$ cat src/rtl/exit_tap_pkg.sv
package exit_tap_pkg;

    typedef enum logic {
        DRN_IDLE = 1'b0,
        DRN_BUSY = 1'b1
    } drain_state_e;

    // Element count after which exit tap k sits (k = 0 is the shortest)
    function automatic int tap_pos(input int chain_len, input int num_taps, input int k);
        return (chain_len * (k + 1)) / num_taps;
    endfunction

    function automatic int idx_width(input int num_taps);
        return (num_taps > 1) ? $clog2(num_taps) : 1;
    endfunction

    function automatic int max_int(input int a, input int b);
        return (a > b) ? a : b;
    endfunction

endpackage

$ cat src/rtl/exit_pick.sv
module exit_pick
    import exit_tap_pkg::*;
#(
    parameter int CHAIN_LEN = 131,
    parameter int NUM_TAPS  = 3,
    parameter int LEN_W     = $clog2(CHAIN_LEN + 1),
    parameter int IDX_W     = idx_width(NUM_TAPS)
) (
    input  logic             clk,
    input  logic             rst,
    input  logic [LEN_W-1:0] len_i,
    output logic             len_ok_o,
    output logic [IDX_W-1:0] idx_o,
    output logic [LEN_W-1:0] pos_o
);

    logic [LEN_W-1:0]    pos_tbl [NUM_TAPS];
    logic [NUM_TAPS-1:0] covers;

    for (genvar k = 0; k < NUM_TAPS; k++) begin : g_tap
        localparam logic [LEN_W-1:0] POS = LEN_W'(tap_pos(CHAIN_LEN, NUM_TAPS, k));
        assign pos_tbl[k] = POS;
        assign covers[k]  = (len_i <= POS);
    end

    assign len_ok_o = (len_i != '0) && (len_i <= LEN_W'(CHAIN_LEN));

    always_comb begin
        idx_o = IDX_W'(NUM_TAPS - 1);
        pos_o = pos_tbl[NUM_TAPS-1];
        for (int k = NUM_TAPS - 1; k >= 0; k--) begin
            if (covers[k]) begin
                idx_o = IDX_W'(k);
                pos_o = pos_tbl[k];
            end
        end
    end

    AST_PICK_COVERS: assert property (@(posedge clk) disable iff (rst)
        len_ok_o |-> (len_i <= pos_o)) else $error("picked tap too short");
    AST_PICK_SHORTEST: assert property (@(posedge clk) disable iff (rst)
        (len_ok_o && idx_o != '0) |-> (len_i > pos_tbl[idx_o - 1'b1])) else $error("shorter tap would do");

endmodule

$ cat src/rtl/drain_ctrl.sv
module drain_ctrl
    import exit_tap_pkg::*;
#(
    parameter int LEN_W = 8,
    parameter int REF_W = 10,
    parameter int IDX_W = 2,
    localparam int CNT_W = max_int(LEN_W, REF_W) + 1
) (
    input  logic             clk,
    input  logic             rst,
    input  logic             start_i,
    input  logic             len_ok_i,
    input  logic [IDX_W-1:0] idx_i,
    input  logic [LEN_W-1:0] pos_i,
    input  logic [REF_W-1:0] ref_len_i,
    output logic             busy_o,
    output logic [IDX_W-1:0] sel_o,
    output logic             done_o,
    output logic             reject_o
);

    drain_state_e     state_q;
    logic [CNT_W-1:0] cnt_q;
    logic [IDX_W-1:0] sel_q;
    logic             done_q;
    logic             rej_q;
    logic             idle;
    logic             accept;
    logic             refuse;

    assign idle   = (state_q == DRN_IDLE);
    assign accept = start_i && idle && len_ok_i;
    assign refuse = start_i && idle && !len_ok_i;

    always_ff @(posedge clk) begin
        if (rst) begin
            state_q <= DRN_IDLE;
            cnt_q   <= '0;
            sel_q   <= '0;
            done_q  <= 1'b0;
            rej_q   <= 1'b0;
        end else begin
            done_q <= 1'b0;
            rej_q  <= refuse;
            unique case (state_q)
                DRN_IDLE: begin
                    if (accept) begin
                        state_q <= DRN_BUSY;
                        sel_q   <= idx_i;
                        cnt_q   <= CNT_W'(pos_i) + CNT_W'(ref_len_i);
                    end
                end
                DRN_BUSY: begin
                    if (cnt_q == CNT_W'(1)) begin
                        state_q <= DRN_IDLE;
                        cnt_q   <= '0;
                        done_q  <= 1'b1;
                    end else begin
                        cnt_q <= cnt_q - 1'b1;
                    end
                end
                default: state_q <= DRN_IDLE;
            endcase
        end
    end

    assign busy_o   = !idle;
    assign sel_o    = sel_q;
    assign done_o   = done_q;
    assign reject_o = rej_q;

    AST_DONE_PULSE: assert property (@(posedge clk) disable iff (rst)
        done_q |=> !done_q) else $error("done longer than one cycle");
    AST_DONE_FROM_BUSY: assert property (@(posedge clk) disable iff (rst)
        $rose(done_q) |-> $past(state_q == DRN_BUSY)) else $error("done without job");
    AST_SEL_HELD: assert property (@(posedge clk) disable iff (rst)
        (state_q == DRN_BUSY && cnt_q != CNT_W'(1)) |=> (state_q == DRN_BUSY && $stable(sel_q))) else $error("tap changed mid-job");
    AST_REJECT_IDLE: assert property (@(posedge clk) disable iff (rst)
        rej_q |-> idle) else $error("reject started a job");

endmodule

$ cat src/rtl/tap_mux.sv
module tap_mux #(
    parameter int NUM_TAPS = 3,
    parameter int DW       = 16,
    parameter int IDX_W    = 2
) (
    input  logic                   clk,
    input  logic                   rst,
    input  logic [NUM_TAPS*DW-1:0] tap_data_i,
    input  logic [NUM_TAPS-1:0]    tap_valid_i,
    input  logic [IDX_W-1:0]       sel_i,
    input  logic                   en_i,
    output logic [DW-1:0]          data_o,
    output logic                   valid_o
);

    logic [NUM_TAPS-1:0] hit;
    logic [DW-1:0]       term [NUM_TAPS];

    for (genvar k = 0; k < NUM_TAPS; k++) begin : g_leg
        assign hit[k]  = en_i && (sel_i == IDX_W'(k));
        assign term[k] = hit[k] ? tap_data_i[k*DW +: DW] : '0;
    end

    always_comb begin
        data_o = '0;
        for (int k = 0; k < NUM_TAPS; k++) begin
            data_o = data_o | term[k];
        end
    end

    assign valid_o = |(hit & tap_valid_i);

    AST_MUX_ONEHOT: assert property (@(posedge clk) disable iff (rst)
        $onehot0(hit)) else $error("more than one tap open");
    AST_IDLE_NO_VALID: assert property (@(posedge clk) disable iff (rst)
        !en_i |-> (!valid_o && data_o == '0)) else $error("output live while idle");

endmodule

$ cat src/rtl/exit_tap_selector.sv
module exit_tap_selector
    import exit_tap_pkg::*;
#(
    parameter int CHAIN_LEN = 131,
    parameter int NUM_TAPS  = 3,
    parameter int DW        = 16,
    parameter int REF_W     = 10,
    localparam int LEN_W    = $clog2(CHAIN_LEN + 1),
    localparam int IDX_W    = idx_width(NUM_TAPS)
) (
    input  logic                   clk,
    input  logic                   rst,
    input  logic                   start_i,
    input  logic [LEN_W-1:0]       ext_len_i,
    input  logic [REF_W-1:0]       ref_len_i,
    input  logic [NUM_TAPS*DW-1:0] tap_data_i,
    input  logic [NUM_TAPS-1:0]    tap_valid_i,
    output logic                   ready_o,
    output logic                   reject_o,
    output logic [IDX_W-1:0]       exit_sel_o,
    output logic [DW-1:0]          out_data_o,
    output logic                   out_valid_o,
    output logic                   done_o
);

    logic             len_ok;
    logic [IDX_W-1:0] pick_idx;
    logic [LEN_W-1:0] pick_pos;
    logic             busy;
    logic [IDX_W-1:0] sel;

    exit_pick #(
        .CHAIN_LEN(CHAIN_LEN),
        .NUM_TAPS (NUM_TAPS),
        .LEN_W    (LEN_W),
        .IDX_W    (IDX_W)
    ) pick_i (
        .clk     (clk),
        .rst     (rst),
        .len_i   (ext_len_i),
        .len_ok_o(len_ok),
        .idx_o   (pick_idx),
        .pos_o   (pick_pos)
    );

    drain_ctrl #(
        .LEN_W(LEN_W),
        .REF_W(REF_W),
        .IDX_W(IDX_W)
    ) drain_i (
        .clk      (clk),
        .rst      (rst),
        .start_i  (start_i),
        .len_ok_i (len_ok),
        .idx_i    (pick_idx),
        .pos_i    (pick_pos),
        .ref_len_i(ref_len_i),
        .busy_o   (busy),
        .sel_o    (sel),
        .done_o   (done_o),
        .reject_o (reject_o)
    );

    tap_mux #(
        .NUM_TAPS(NUM_TAPS),
        .DW      (DW),
        .IDX_W   (IDX_W)
    ) mux_i (
        .clk        (clk),
        .rst        (rst),
        .tap_data_i (tap_data_i),
        .tap_valid_i(tap_valid_i),
        .sel_i      (sel),
        .en_i       (busy),
        .data_o     (out_data_o),
        .valid_o    (out_valid_o)
    );

    assign ready_o    = !busy;
    assign exit_sel_o = sel;

    AST_BUSY_BLOCKS_START: assert property (@(posedge clk) disable iff (rst)
        (!ready_o && !done_o) |=> (!ready_o || done_o)) else $error("job ended without done");
    AST_REJECT_KEEPS_READY: assert property (@(posedge clk) disable iff (rst)
        reject_o |-> ready_o) else $error("refused job went busy");

endmodule

$ cat config.mk
export PLATFORM = sky130hd
export DESIGN_NAME = exit_tap_selector
export DESIGN_NICKNAME = d
export VERILOG_FILES = /design/src/rtl/exit_tap_pkg.sv /design/src/rtl/exit_pick.sv /design/src/rtl/drain_ctrl.sv /design/src/rtl/tap_mux.sv /design/src/rtl/exit_tap_selector.sv
export SDC_FILE = /design/constraint.sdc
export NUM_CORES = 1
export LEC_CHECK = 0
export ABC_AREA = 1
export ABC_CLOCK_PERIOD_IN_PS = 3800
export BUFFER_PORTS_ARGS = -buffer_cell sky130_fd_sc_hd__buf_4
export CAP_MARGIN = 10
export CORE_ASPECT_RATIO = 1.4
export CORE_MARGIN = 5
export CORE_UTILIZATION = 50
export DETAILED_ROUTE_END_ITERATION = 7
export GPL_ROUTABILITY_DRIVEN = 0
export GPL_TIMING_DRIVEN = 0
export PLACE_DENSITY = 0.86
export SLEW_MARGIN = 30
export SYNTH_ARGS = -nofsm -noshare
export SYNTH_HDL_FRONTEND = slang
export SYNTH_SLANG_ARGS = --single-unit
export TNS_END_PERCENT = 10
$ cat constraint.sdc
create_clock -name clk -period 3.8 [get_ports clk]
set_clock_uncertainty 0.05 [all_clocks]
set_input_delay 0.38 -clock clk [delete_from_list [all_inputs] [get_ports clk]]
set_output_delay 0.38 -clock clk [all_outputs]
set_load 0.005 [all_outputs]
# Word-level counts from Yosys, hierarchy flattened
# Cells that the tools add are included.
# op_classes
magnitude_cmp	3
n_addsub	2
eq_ne	4
bitwise	4
n_mux	14
reduce_logical	14
# op_table
op	count
16-bit two-way mux	3
16-bit bitwise OR	2
11-bit two-way mux	2
11-bit one-hot mux with 2 select lines	1
8-bit two-way mux	2
8-bit by 10-bit adder with 11-bit output	1
11-bit by 1-bit == test with 1-bit output (second input constant)	1
11-bit by 1-bit subtractor with 11-bit output (second input constant)	1
8-bit by 6-bit <= comparator with 1-bit output (second input constant)	1
8-bit by 7-bit <= comparator with 1-bit output (second input constant)	1
8-bit <= comparator (second input constant)	1
8-bit nonzero test	1
1-bit logical AND	7
2-bit two-way mux	2
3-bit AND	1
1-bit two-way mux	3
3-bit OR reduction	1
2-bit by 1-bit == test with 1-bit output (second input constant)	1
2-bit == test (second input constant)	1
1-bit logical NOT	2
2-bit logical NOT	1
2-bit inequality test (second input constant)	1
1-bit one-hot mux with 2 select lines	1
2-bit AND reduction	1
2 further kinds	2
# word_totals
register_bits	16
inputBits	72
output_inout_bits	22
wordCells	46

# Depth between registers and ports, before layout
# Gate-level depths: netlist (run 1).
# depth
ltp_word	6
depth_mapped	14
depth_no_buf	14

# By module
# Synthesis (run 1) repeated with hierarchy kept, for this count alone.
# unflattened
hier_cells	330
hier_area_um2	2075.7
# modules_own_cells
module	n_inst	area_per_inst_um2	seq_area_each_um2	cells_each
drain_ctrl	1	1388.8	320.3	209
tap_mux	1	515.5	0.0	84
exit_pick	1	167.7	0.0	36
exit_tap_selector	1	3.8	0.0	1

# Least setup slack after synthesis (run 1)
# No wires, ideal clock.
# synth_path
path_kind	input to register
start	in ext_len_i[2]
end	reg drain_i.cnt_q[8]
setup_time_ns	0.115
t_required_ns	3.635
path_stages	13
n_path_buf	0
setup_slack_ns	1.888
t_arrival_ns	1.747
cell_sequence	inv_1 > o21ai_0 > a21oi_1 > nor2_1 > ha_1 > nand2_1 > inv_1 > a21oi_1 > nand2_1 > nand2_1 > a21oi_1 > nor2_1 > nor2_1
# synth_via
elab_chain_len	6
word_cells_on_any_way	12
classes_between	1 x add/sub; 3 x order compare; 1 x eq/ne; 4 x mux; 3 x reduce/logical
# synth_rtl
item	line_no	text
start, declared	exit_tap_selector.sv:14	input logic [LEN_W-1:0] ext_len_i,
8-bit by 7-bit <= comparator with 1-bit output	exit_pick.sv:23	assign covers[k] = (len_i <= POS);
8-bit two-way mux (2 in a row)	exit_pick.sv:32	if (covers[k]) begin
8-bit by 10-bit adder with 11-bit output	drain_ctrl.sv:50	cnt_q <= CNT_W'(pos_i) + CNT_W'(ref_len_i);
11-bit two-way mux	drain_ctrl.sv:47	if (accept) begin
11-bit one-hot mux with 2 select lines	drain_ctrl.sv:45	unique case (state_q)
end signal, assigned	drain_ctrl.sv:50	
end signal, assigned	drain_ctrl.sv:59	cnt_q <= cnt_q - 1'b1;
end, declared	drain_ctrl.sv:23	logic [CNT_W-1:0] cnt_q;
# Several ways; a longest one is shown, not always the timed one. The select of a mux whose other input is x is not followed.
# A chain may end at the register's enable or synchronous reset.

# Worst setup path in the final report (run 1)
# layout_path
start	in ext_len_i[5]
end	reg drain_i.cnt_q[4]
# Same word-level chain as after synthesis.

==> results_dict.tcl, run 1 <==
set metrics [dict create \
    status "complete, no violations" \
    startpoint_type "input pin" \
    nNetsFinal 510 \
    worst_pin_slew_ns 0.552 \
    grt_first_pass_wirelength_um 10500 \
    fp.coreArea_um2 3610 \
    multiInputGateArea_um2 1280 \
    antenna_found_initial 0 \
    antenna_cells 0 \
    yosysUniqueCellTypes 26 \
    crit_fanout 5 \
    drt_first_pass_iters 5 \
    slew_headroom_pct 63.2 \
    ys_seq_area_share_pct 17.5 \
    critPathKind "in -> reg" \
    die_h_um 81.7 \
    avgRoutedWirePerCell_um 14.0 \
    final_hold_viol_count 0 \
    postCtsSetupRepairBufs 0 \
    layout_min_cycle_time_ns 2.21 \
    pin_count 94 \
    drc 0 \
    ys_top_cells_by_area "nand2_1 (20%), dfxtp_1 (17%), nand3_1 (11%)" \
    synth_adder_area_share_pct 6.13 \
    clkTransAtPathRegs_ns 0.07 \
    synthCells 331 \
    postSynth.asyncResetShare_pct 0 \
    max-cap-violations 0 \
    vias_per_cell 5.43 \
    cts_htree_levels 1 \
    synth-edff-count 0 \
    drive_above_1_share_pct 25.9 \
    hold_class "in -> reg" \
    grt_start_max_net_pins 11 \
    grt_pass1_vias 2379 \
    postRouteAntennaNets 0 \
    grt_use_total_pct 27.2 \
    tns_ns 0 \
    yosysTopAreaCellShare_pct 19.8 \
    die-width_um 61.2 \
    yosysTopAreaCell "nand2_1" \
    port_buffers 93 \
    drt_wl_total_um 6580 \
    numCtsBuffers 3 \
    critical_path_required_ns 3.89 \
    clock_path_buffers 2 \
    p_leak_nw 1.45 \
    root_buffer "clkbuf_8" \
    clkSinkCount 16 \
    yosys_warnings 0 \
    syn_nets 412 \
    synth_most_common_cell "nand2_1" \
    end_kind "register" \
    die_area_um2 5000 \
    syn_area_per_cell_um2 5.55 \
    synth_compound_area_share_pct 12.0 \
    ys_ff_latch 16 \
    synth_flop_cell "dfxtp_1" \
    global_route.overflow_total 0 \
    hpwlAfterDp_um 5290 \
    powerDensity_nw_per_um2 265 \
    synth_top_family_by_area "simple AND/OR/NAND/NOR gates" \
    synthMuxAreaShare_pct 0 \
    synth_xor_area_share_pct 2.39 \
    drv_slew 0 \
    total_power_w 0.000699 \
    finalWorstSetupSlack_ns 1.59 \
    dr_total_vias 2553 \
    regArea_um2 320 \
    drt_iter0_drc 148 \
    fillCellCount 346 \
    fin_crit_sh_pct 58.1 \
    postCtsResizedCells 0 \
    cts_tree "yes" \
    rows 26 \
    vdd_ir_drop_max_mv 0.204 \
    synth_common_cells "nand2_1 (97), inv_1 (45), nand3_1 (39), nor2_1 (34), nand4_1 (21)" \
    cts_hold_buffers 0 \
    dpl_worst_slack_ns 1.33 \
    areaGrowthSynthToFinish_pct 43.9 \
    clk_latency_ns 0.26 \
    synthSimpleGateAreaFrac_pct 49.2 \
    max_freq_mhz 453 \
    arrival_ns 2.30 \
    start_util_pct 50.8 \
    rsz0062_at_grt "false" \
    syn_area_um2 1840 \
    setup_viol 0 \
]
kinds of logic (layout without fill, tap and decap cells):
group	Yosys count	after routing
buffers and inverters	59	156
adders and majority gates	9	9
and+or+nand+nor	199	199
AOI/OAI and AO/OA	43	43
xor gates and xnor gates	5	5
DFF	16	16
worst max-delay path, stage by stage:
cell     delay, ns
buf_4         0.10
o21ai_0       0.06
o21ai_0       0.43
nor2_1        0.20
ha_1          0.39
nand3_1       0.11
nand2_1       0.11
xor2_1        0.16
o21ai_0       0.26
a21oi_1       0.10
layout by cell type, fill, tap and decap left out, types with 2 or more instances in the layout:
cell type,synthesis,routed
clkbuf_1,5,5
ha_1,9,9
xor2_1,4,4
buf_4,0,93
nor2_1,34,34
clkbuf_8,0,4
inv_2,4,4
nor3_4,2,2
nand3_1,39,39
inv_1,45,45
nand4_1,21,21
a21oi_1,16,16
dfxtp_1,16,16
buf_2,3,3
o21ai_1,8,8
nor3_1,2,2
o21ai_0,16,16
nand2_1,97,97
where the power goes:
part	leakage, nW	switching (W)	internal, W	total, W
combinational	1.29	0.000189	0.000150	0.000339
clock	0.0288	0.0000652	0.0000923	0.000158
sequential	0.132	0.0000167	0.000185	0.000202
state kept, by name (all words and copies together) (netlist names):
signal            cells
drain_i.busy_o        1
drain_i.cnt_q        11
drain_i.reject_o      1
drain_i.sel_o         2
drain_i.done_o        1
path summary, 6_finish.rpt:
path | end | cells past startpoint | start | slack, ns
max | drain_i.cnt_q[4] | 10 | ext_len_i[5] | 1.59
min reg2reg | drain_i.cnt_q[1] | 2 | drain_i.cnt_q[1] | 0.41
min | drain_i.busy_o | 2 | rst | 0.28
max reg2reg | drain_i.cnt_q[3] | 11 | drain_i.cnt_q[1] | 2.14
cell type report:
type | instances | share of cell area (%)
plain buffers | 9 | 1.71
clock buffers | 4 | 2.08
inverters | 50 | 7.20
multi-input cells | 256 | 48.5
flip-flops and latches | 16 | 12.1
well taps | 42 | 1.99
repair buffers | 93 | 26.4
per-layer routing:
metal | share of wire, % | global-route usage [%] | wire [µm]
met5 | 0 | 0 | 0
met4 | 3.1 | 10.2 | 201
met3 | 6.5 | 2.83 | 428
met2 | 54 | 52.1 | 3560
met1 | 36 | 29.3 | 2390
through the flow:
| step | util (%) | cell area (µm²) | hold WS [ns] | std cells |
|---|---|---|---|---|
| after floorplan | - | 1840 | 0.383 | 331 |
| after global placement | 71.6 | 2590 | 0.400 | 466 |
| after detailed placement | 71.6 | 2590 | 0.401 | 466 |
| after CTS | 73.1 | 2640 | 0.279 | 470 |
| after global routing | 73.1 | 2640 | 0.273 | 470 |
| final | 73.1 | 2640 | 0.281 | 470 |
Note: power is estimated with default switching activity, not from simulation.
==> run 2, diff against run 1 <==
- ABC_AREA: 1 -> 0
- ABC_CLOCK_PERIOD_IN_PS: 3800 -> 1900
- CORE_UTILIZATION: 50 -> 41
- PLACE_DENSITY: 0.86 -> 0.77
- clock period: 3.8 -> 1.9 ns (I/O delays scaled with it)
==> run 2 against run 1 <==
  * The flow now finishes with violations (negative setup slack)
  * Register-to-register slack got worse by 2.2 ns
  * Largest cell class unchanged
  * Highest routed layer unchanged
  * Setup slack got worse by 1.8 ns
  * Sequential power rose by 100%
  * Core utilization fell by 2.3 points
  * First-iteration DRC count rose by 39%
==> results_dict.tcl, run 2 <==
set metrics [dict create \
    status "finished, violations left" \
    violations "negative setup slack" \
    yosys_warnings 0 \
    multiInputGateArea_um2 1460 \
    drt_wl_total_um 6580 \
    rsz0062_at_grt "true" \
    synth_common_cells "nor2_1 (54), a21oi_1 (31), mux2i_1 (21), dfxtp_1 (16), o21ai_0 (10)" \
    max_freq_mhz 480 \
    clkTransAtPathRegs_ns 0.07 \
    fin_cells 390 \
    syn_nets 320 \
    fin_crit_sh_pct 110 \
    ys_top_cells_by_area "dfxtp_1 (19%), mux2i_1 (12%), nor2_1 (12%)" \
    largest_register_ffs 11 \
    combPwrFrac_pct 52.7 \
    global_route.overflow_total 0 \
    clkSinkCount 16 \
    crit_fanout 6 \
    hold_class "in -> reg" \
    pin_count 94 \
    drive_above_1_share_pct 44.7 \
    powerDensity_nw_per_um2 541 \
    yosysUniqueCellTypes 48 \
    layout_min_cycle_time_ns 2.08 \
    clock_power_share_pct 20.4 \
    rows 27 \
    synth-edff-count 0 \
    dr_total_vias 2291 \
    syn_area_um2 1710 \
    fillCellCount 327 \
    synthCells 239 \
    drv_slew 0 \
    yosysTopAreaCellShare_pct 18.8 \
    die_h_um 86.3 \
    final_cell_mix "buf_4 (102), nor2_1 (52), a21oi_1 (28)" \
    numCtsBuffers 3 \
    cts_tree "yes" \
    grt_first_pass_wirelength_um 9670 \
    timing.rr.end "drain_i.cnt_q[3]" \
    syn_area_per_cell_um2 7.14 \
    setup_viol 9 \
    clk_latency_ns 0.26 \
    arrival_ns 2.24 \
    reg2reg_depth 7 \
    largest-register "drain_i.cnt_q" \
    regArea_um2 324 \
    min_path_cells 2 \
    max-cap-violations 0 \
    fp.coreArea_um2 3990 \
    ys_ff_latch 16 \
    slew_headroom_pct 71.7 \
    start_util_pct 42.8 \
    grt_use_total_pct 21.2 \
    cts_hold_buffers 0 \
    synth_flop_cell "dfxtp_1" \
    startpoint_type "input pin" \
    cts_htree_levels 1 \
    antenna_cells 0 \
    hp-start "start_i" \
    rr_startpoint "drain_i.cnt_q[0]" \
    port_buffers 92 \
    p_int_w 0.000970 \
    drc 0 \
    ys_seq_area_share_pct 18.8 \
    synth_most_common_cell "nor2_1" \
    vias_per_cell 5.87 \
    swShare_pct 36.5 \
    dp_cells 374 \
    p_sw_w 0.000558 \
    drt_iter0_drc 206 \
    grt_pass1_vias 2141 \
    antenna_found_initial 0 \
    regToRegSetupSlack_ns -0.09 \
    end_kind "register" \
    drt_first_pass_iters 4 \
    root_buffer "clkbuf_8" \
    postSynth.asyncResetShare_pct 0 \
    vdd_ir_drop_max_mv 0.356 \
    finalWorstSetupSlack_ns -0.184 \
    postRouteAntennaNets 0 \
    final_hold_viol_count 0 \
    die-width_um 64.5 \
    p_seq_share_pct 26.9 \
    p_leak_nw 1.25 \
    areaGrowthSynthToFinish_pct 65.5 \
    critPathKind "in -> reg" \
    nNetsFinal 429 \
    whs_endpoint "drain_i.reject_o" \
    total_power_w 0.00153 \
    worst_pin_slew_ns 0.425 \
    yosysTopAreaCell "dfxtp_1" \
    grt_start_max_net_pins 12 \
    die_area_um2 5570 \
    critical_path_required_ns 2.05 \
    avgRoutedWirePerCell_um 16.9 \
    clock_path_buffers 2 \
    hpwlAfterDp_um 4640 \
    final_common_cell "buf_4" \
]
## run 2: cell types whose count changed after synthesis, sizes merged, moves of 4 or more
cell	delta
mux2i	+21
nand3	-36
o21ai	-11
nand4	-20
nand2	-91
a22oi	+4
nand2b	+4
inv	-41
nor2	+20
or3	+5
a21oi	+15
## run 2: layer usage
metal / share of wire [%] / vias to the layer above / global-route usage (%)
met4: 3.9 / 0 / 8.85
met5: 0 / - / 0
met2: 55 / 93 / 39.8
li1: - / 1082 / -
met1: 36 / 1090 / 23.7
met3: 5.4 / 26 / 2.72
## run 2: worst max path at each step
stage	start	endpoint	slack, ns	depth (start not counted)
2_1_floorplan	ext_len_i[3]	drain_i.cnt_q[7]	-0.26	9
6_report	ext_len_i[2]	drain_i.cnt_q[7]	-0.18	11
4_1_cts	ext_len_i[4]	drain_i.cnt_q[7]	-0.15	11
5_1_grt	ext_len_i[2]	drain_i.cnt_q[8]	-0.32	11
3_5_place_dp	ext_len_i[3]	drain_i.cnt_q[7]	-0.71	10
3_3_place_gp	ext_len_i[3]	drain_i.cnt_q[7]	-0.68	10
## run 2: power groups by stage
stage	Sequential, W	Combinational [W]	Clock [W]
after global routing	0.000415	0.000881	0.000329
after global placement	0.000410	0.000662	0
final	0.000411	0.000805	0.000312
after floorplan	0.000403	0.000430	0
after detailed placement	0.000411	0.000674	0
after CTS	0.000409	0.000744	0.000310
## run 2: metrics by stage
stage / setup WS (ns) / hold slack, ns / setup TNS (ns) / utilization [%] / instance area [µm²]
floorplan: -0.259 / 0.300 / -1.03 / - / 1720
global placement: -0.684 / 0.426 / -6.48 / 61.9 / 2470
detailed placement: -0.711 / 0.444 / -6.66 / 61.9 / 2470
CTS: -0.152 / 0.183 / -0.998 / 68.1 / 2720
global route: -0.315 / 0.194 / -3.08 / 70.8 / 2820
finish: -0.184 / 0.185 / -0.996 / 70.8 / 2820
## run 2: cell type report
type | instances | share of cell area [%]
plain buffers | 12 | 3.06
multi-input cells | 201 | 51.7
repair buffers | 105 | 28.7
flip-flops and latches | 16 | 11.5
clock buffers | 4 | 1.95
inverters | 9 | 1.20
well taps | 43 | 1.91
## run 2: cells by family after synthesis
| logic type | Yosys count | synth area share, % |
|---|---|---|
| simple gates | 95 | 26.9 |
| mux | 21 | 12.3 |
| flops | 16 | 18.8 |
| xor+xnor | 4 | 2.05 |
| fa+ha+maj | 9 | 6.60 |
| buf+inv | 22 | 6.68 |
| compound gates | 72 | 26.7 |
## run 2: critical path: stages
cell	delay, ns
buf_6	0.09
a21o_1	0.20
a211oi_4	0.28
buf_6	0.16
buf_6	0.10
ha_4	0.19
nor3_4	0.07
a2111oi_4	0.39
o21ai_2	0.10
a221o_1	0.34
a21oi_2	0.14
## run 2: what timing repair did
action                     4_1_cts  5_1_grt
pin swaps                       12       22
setup endpoints to repair       28       20
gates resized for setup         28       16
cloned                           0        0
buffers inserted                 8        5
